===== src/rtl/dmx_pkg.sv =====
`timescale 1ns/1ps
package dmx_pkg;
   // Depth of a delay line that must expose taps 0..max_tap.
   function automatic int unsigned taps_for(input int unsigned max_tap);
      return max_tap + 1;
   endfunction
endpackage


===== src/rtl/dmx_tap_line.sv =====
`timescale 1ns/1ps
module dmx_tap_line #(
   parameter int unsigned W     = 8,
   parameter int unsigned DEPTH = 9
) (
   input  logic                      clk,
   input  logic                      arst_n,
   input  logic [W-1:0]              d,
   output logic [DEPTH-1:0][W-1:0]   taps
);
   if (W < 1)     begin : g_bad_w $error("tap line width must be nonzero"); end
   if (DEPTH < 2) begin : g_bad_d $error("tap line needs at least two stages"); end

   // taps[0] holds the value taken at the latest rising edge, taps[k] is k edges older.
   for (genvar k = 0; k < DEPTH; k++) begin : g_stage
      if (k == 0) begin : g_head
         always_ff @(posedge clk or negedge arst_n)
            if (!arst_n) taps[0] <= '0;
            else         taps[0] <= d;
      end else begin : g_body
         always_ff @(posedge clk or negedge arst_n)
            if (!arst_n) taps[k] <= '0;
            else         taps[k] <= taps[k-1];
      end
   end
endmodule


===== src/rtl/dmx_phase_ctl.sv =====
`timescale 1ns/1ps
module dmx_phase_ctl (
   input  logic clk,
   input  logic arst_n,
   input  logic realign,   // rising-domain: this edge is where the delayed reset drops
   output logic dready,
   output logic load       // high between the edge that raises phase and the falling edge
);
   logic phase_q;

   // Divider phase, rising edge. A realignment forces the high phase.
   always_ff @(posedge clk or negedge arst_n)
      if (!arst_n)      phase_q <= 1'b0;
      else if (realign) phase_q <= 1'b1;
      else              phase_q <= ~phase_q;

   // Ready clock, retimed to the falling edge for the half-cycle offset.
   always_ff @(negedge clk or negedge arst_n)
      if (!arst_n) dready <= 1'b0;
      else         dready <= phase_q;

   // A port update belongs to a low-to-high transition of the ready clock only.
   assign load = phase_q & ~dready;
endmodule


===== src/rtl/dmx_out_stage.sv =====
`timescale 1ns/1ps
module dmx_out_stage #(
   parameter int unsigned W = 8
) (
   input  logic         clk,
   input  logic         arst_n,
   input  logic         load,
   input  logic [W-1:0] newer,
   input  logic [W-1:0] older,
   input  logic         rst_tap,
   output logic [W-1:0] lead,
   output logic [W-1:0] trail,
   output logic         rst_out
);
   always_ff @(negedge clk or negedge arst_n)
      if (!arst_n) begin
         lead  <= '0;
         trail <= '0;
      end else if (load) begin
         lead  <= newer;
         trail <= older;
      end

   always_ff @(negedge clk or negedge arst_n)
      if (!arst_n) rst_out <= 1'b0;
      else         rst_out <= rst_tap;
endmodule


===== src/rtl/dmx_demux2.sv =====
`timescale 1ns/1ps
module dmx_demux2 #(
   parameter int unsigned DW      = 8,
   parameter int unsigned LEAD_LAT = 7   // whole cycles; the falling-edge stage adds one half
) (
   input  logic          clk,
   input  logic          por_n,
   input  logic [DW-1:0] smp_i,
   input  logic          sync_rst_i,
   output logic [DW-1:0] lead_o,
   output logic [DW-1:0] trail_o,
   output logic          dready_o,
   output logic          rst_out_o
);
   import dmx_pkg::*;

   localparam int unsigned TRAIL_LAT = LEAD_LAT + 1;
   localparam int unsigned RST_LAT   = LEAD_LAT - 1;
   localparam int unsigned SMP_DEPTH = taps_for(TRAIL_LAT);
   localparam int unsigned RST_DEPTH = taps_for(RST_LAT);

   if (LEAD_LAT < 2) begin : g_bad_lat $error("LEAD_LAT must be at least 2"); end

   logic [SMP_DEPTH-1:0][DW-1:0] smp_taps;
   logic [RST_DEPTH-1:0][0:0]    rst_taps;
   logic                         realign;
   logic                         load;

   dmx_tap_line #(.W(DW), .DEPTH(SMP_DEPTH)) u_smp_line (
      .clk(clk), .arst_n(por_n), .d(smp_i), .taps(smp_taps));

   dmx_tap_line #(.W(1), .DEPTH(RST_DEPTH)) u_rst_line (
      .clk(clk), .arst_n(por_n), .d(sync_rst_i), .taps(rst_taps));

   // The last reset tap is about to drop: force the phase on this same edge.
   assign realign = rst_taps[RST_LAT][0] & ~rst_taps[RST_LAT-1][0];

   dmx_phase_ctl u_phase (
      .clk(clk), .arst_n(por_n), .realign(realign), .dready(dready_o), .load(load));

   dmx_out_stage #(.W(DW)) u_out (
      .clk(clk), .arst_n(por_n), .load(load),
      .newer(smp_taps[LEAD_LAT]), .older(smp_taps[TRAIL_LAT]),
      .rst_tap(rst_taps[RST_LAT][0]),
      .lead(lead_o), .trail(trail_o), .rst_out(rst_out_o));

   // ---------------- assertions ----------------
   logic [3:0] warm_q;   // rising edges since power-on reset, saturating
   always_ff @(posedge clk or negedge por_n)
      if (!por_n)              warm_q <= '0;
      else if (warm_q != 4'hF) warm_q <= warm_q + 4'd1;

   // a held ready level is only allowed right where the reset output drops
   a_r2_toggle: assert property (@(posedge clk) disable iff (!por_n)
      (warm_q >= 4'd2 && dready_o == $past(dready_o)) |-> (!rst_out_o && $past(rst_out_o)));

   // ready clock is high when the reset output falls
   a_r8_fall_high: assert property (@(posedge clk) disable iff (!por_n)
      (warm_q >= 4'd2 && $fell(rst_out_o)) |-> dready_o);

   // port words move only with a ready-clock rise
   a_r5_hold: assert property (@(posedge clk) disable iff (!por_n)
      (warm_q >= 4'd2 && (lead_o != $past(lead_o) || trail_o != $past(trail_o)))
         |-> $rose(dready_o));

   if (LEAD_LAT == 7) begin : g_lat_chk
      // sample ages on each port
      a_r3_lead_age: assert property (@(posedge clk) disable iff (!por_n)
         (warm_q >= 4'd10 && $rose(dready_o)) |-> lead_o == $past(smp_i, 8));
      a_r4_trail_age: assert property (@(posedge clk) disable iff (!por_n)
         (warm_q >= 4'd10 && $rose(dready_o)) |-> trail_o == $past(smp_i, 9));
      // reset output delay
      a_r6_rst_delay: assert property (@(posedge clk) disable iff (!por_n)
         (warm_q >= 4'd8) |-> rst_out_o == $past(sync_rst_i, 7));
   end
endmodule


===== config.mk =====
export PLATFORM = sky130hd
export DESIGN_NAME = dmx_demux2
export DESIGN_NICKNAME = d
export VERILOG_FILES = /design/src/rtl/dmx_pkg.sv /design/src/rtl/dmx_tap_line.sv /design/src/rtl/dmx_phase_ctl.sv /design/src/rtl/dmx_out_stage.sv /design/src/rtl/dmx_demux2.sv
export SDC_FILE = /design/constraint.sdc
export NUM_CORES = 1
export LEC_CHECK = 0
export BUFFER_PORTS_ARGS = -buffer_cell sky130_fd_sc_hd__buf_2
export CORE_MARGIN = 4
export CORE_UTILIZATION = 55
export CTS_BUF_LIST = sky130_fd_sc_hd__clkbuf_8 sky130_fd_sc_hd__clkbuf_16
export DETAILED_ROUTE_END_ITERATION = 10
export PLACE_DENSITY = 0.75
export SKIP_CTS_REPAIR_TIMING = 1
export SYNTH_ARGS = -nofsm -noshare
export SYNTH_HDL_FRONTEND = slang
export SYNTH_SLANG_ARGS = --single-unit

===== constraint.sdc =====
create_clock -name clk -period 3.75 [get_ports clk]
set_clock_uncertainty 0.15 [all_clocks]
set_input_delay 1.125 -clock clk [delete_from_list [all_inputs] [get_ports clk]]
set_output_delay 1.125 -clock clk [all_outputs]
set_load 0.05 [all_outputs]

==> reports/qor.txt <==
number of nets with antenna violations after routing: 0
FILL cells: 291
WS Path Type: flop to primary output
worst-path fanout max: 2
Leak Pwr: 1.58 nW
Area Growth Syn to Fin: 21.7%
CTS sink count: 98
synth warn: 0
Reg2Reg Launch Point: u_phase.phase_q
CTS Buf Count: 9
hold-critical path depth: 0
Initial Util: 57.3%
Clock Path Buffers: 2
Clk pin slew, worst setup/hold paths: 0.08 ns
Netlist cell types: 9
Slew @ Worst Pin: 0.404 ns
endpoint type of the worst setup path: primary output
GRT overflow: 0
Crit. path cell count: 1
commonest non-fill, non-tap cell in the layout: dfrtp_1
die height: 78.4 um
FF-to-FF path depth: 3
RSZ-0062 raised after global routing: yes
FF+latch count, synth: 98
Slowest cell on crit path: dfrtn_1
Slew HR: 73.1%
Worst Path Arrival: 2.81 ns
most frequent cells in the layout: dfrtp_1 (80), buf_6 (18), dfrtn_1 (18)
Reg-to-Reg End: u_out.lead[1]
I/O Buffers: 28
Final GP Congestion: 0.633
I/O pin count: 29
syn nets: 130
Buf/Inv on CP: 1
Syn Area/Cell: 22.9 um^2
vias in the first global route: 1163
first-pass GRT wire length: 5510 um
CTS root buf: clkbuf_8
nets: 181
wire per inst: 13.3 um
Inst Count DP: 217
status: finished with violations
num rows: 25
failing checks: negative setup slack
CP required: 2.47 ns
Die ar.: 6140 um^2
Syn Inst Count: 119
max incr delay on CP: 0.44 ns
Max Cap Violations: 0
largest net degree at the start of global routing: 36
Setup crit end: lead_o[6]
Die Span X: 78.4 um
pwr dens: 679 nW/um^2
Netlist Area Pre-Place: 2720 um^2
Tot Pwr: 2.25 mW
CTS H-Tree Depth: 3
r2r setup slk: 0.42 ns
Hold Path Class: flop to flop
Critical Path Start: u_out.lead[6]
GRT Total Usage: 12.7%
DP HPWL: 2020 um
worst vdd ir: 0.000309 V
Setup-failing EPs final: 18
Final WS setup: -0.333 ns
First-pass DRT Iterations: 3
share of cells above drive strength 1: 40.6%
Final Hold Vio Count: 0
Via density: 4.52
startpoint types: flop
core area: 4750 um^2
crit-path leading delay family: flip-flops
clock latency on the worst-skew pair: 0.34 ns
Initial DRC Count: 52
final std cells w/o fill: 242
crit path cell chain: buf_6
fin. max-slew vios: 0
initial antenna violation count: 0
Antenna Cells: 0
# DRC: 0
HP Start: u_smp_line.taps[34]
register area share after synthesis: 90.0%
CTS tree: done
vias: 1094
final WL: 3220 um
## cell families (layout without fill, tap and decap cells)
| group | after synthesis | after routing | share of synthesized area (%) |
|---|---|---|---|
| flip-flops | 98 | 98 | 90.0 |
| multiplexers | 16 | 16 | 7.99 |
| buffers and inverters | 3 | 59 | 1.29 |
| AO/OA/AOI/OAI | 1 | 1 | 0.184 |
| AND/OR/NAND/NOR | 1 | 1 | 0.505 |
## metal layers
layer | vias to the layer above | global-route usage (%) | share of wire, %
li1 | 482 | - | -
met1 | 574 | 14.8 | 40
met2 | 32 | 19.0 | 52
met3 | 6 | 5.28 | 5.6
met4 | 0 | 8.92 | 2.1
met5 | - | 0 | 0
## flip-flops by register name, summed over array words and instances (netlist names)
register,cells
u_out.lead,8
u_out.rst_out,1
u_out.trail,8
u_phase.dready,1
u_phase.phase_q,1
u_rst_line.taps,7
u_smp_line.taps,72
## cell usage after synthesis
cell type  instances  share of area [%]
dfrtp_1           80                 73
dfrtn_1           18                 17
mux2_4            10                5.5
mux2_2             6                2.5
buf_12             1               0.73
buf_6              1               0.41
inv_1              1               0.14
nor2b_4            1               0.51
o21ai_0            1               0.18
## metrics by stage
step / cell area (um^2) / util, % / hold slack [ns] / worst slack, ns / setup TNS [ns]
after global placement: 2960 / 62.2 / 0.182 / -0.0530 / -0.777
after CTS: 3140 / 65.9 / 0.200 / -0.442 / -7.63
after global routing: 3320 / 69.7 / 0.205 / -0.394 / -6.53
after floorplan: 2720 / - / 0.181 / -0.105 / -1.19
final: 3320 / 69.7 / 0.197 / -0.333 / -5.72
after detailed placement: 2960 / 62.2 / 0.185 / -0.0727 / -0.989
## worst min path at each step
stage,end,slack (ns)
final,u_smp_line.taps[42],0.20
after global routing,u_smp_line.taps[8],0.21
after CTS,u_smp_line.taps[34],0.20
after detailed placement,u_rst_line.taps[1],0.18
after global placement,u_rst_line.taps[2],0.18
after floorplan,u_rst_line.taps[1],0.18
## report_power, final
group          internal [mW]  switching (mW)
clock                  0.297           0.302
sequential              1.15          0.0502
combinational          0.195           0.254
## area by class of cell
| class | instances | area [um^2] | area share (%) |
|---|---|---|---|
| clock buffer | 9 | 124 | 3.74 |
| multi-input combinational | 18 | 236 | 7.13 |
| inverter | 1 | 3.75 | 0.113 |
| clock inverter | 7 | 55.1 | 1.66 |
| sequential | 98 | 2450 | 74.0 |
| tap | 67 | 83.8 | 2.53 |
| timing repair buffer | 42 | 360 | 10.9 |
(Power assumes the default switching activity.)
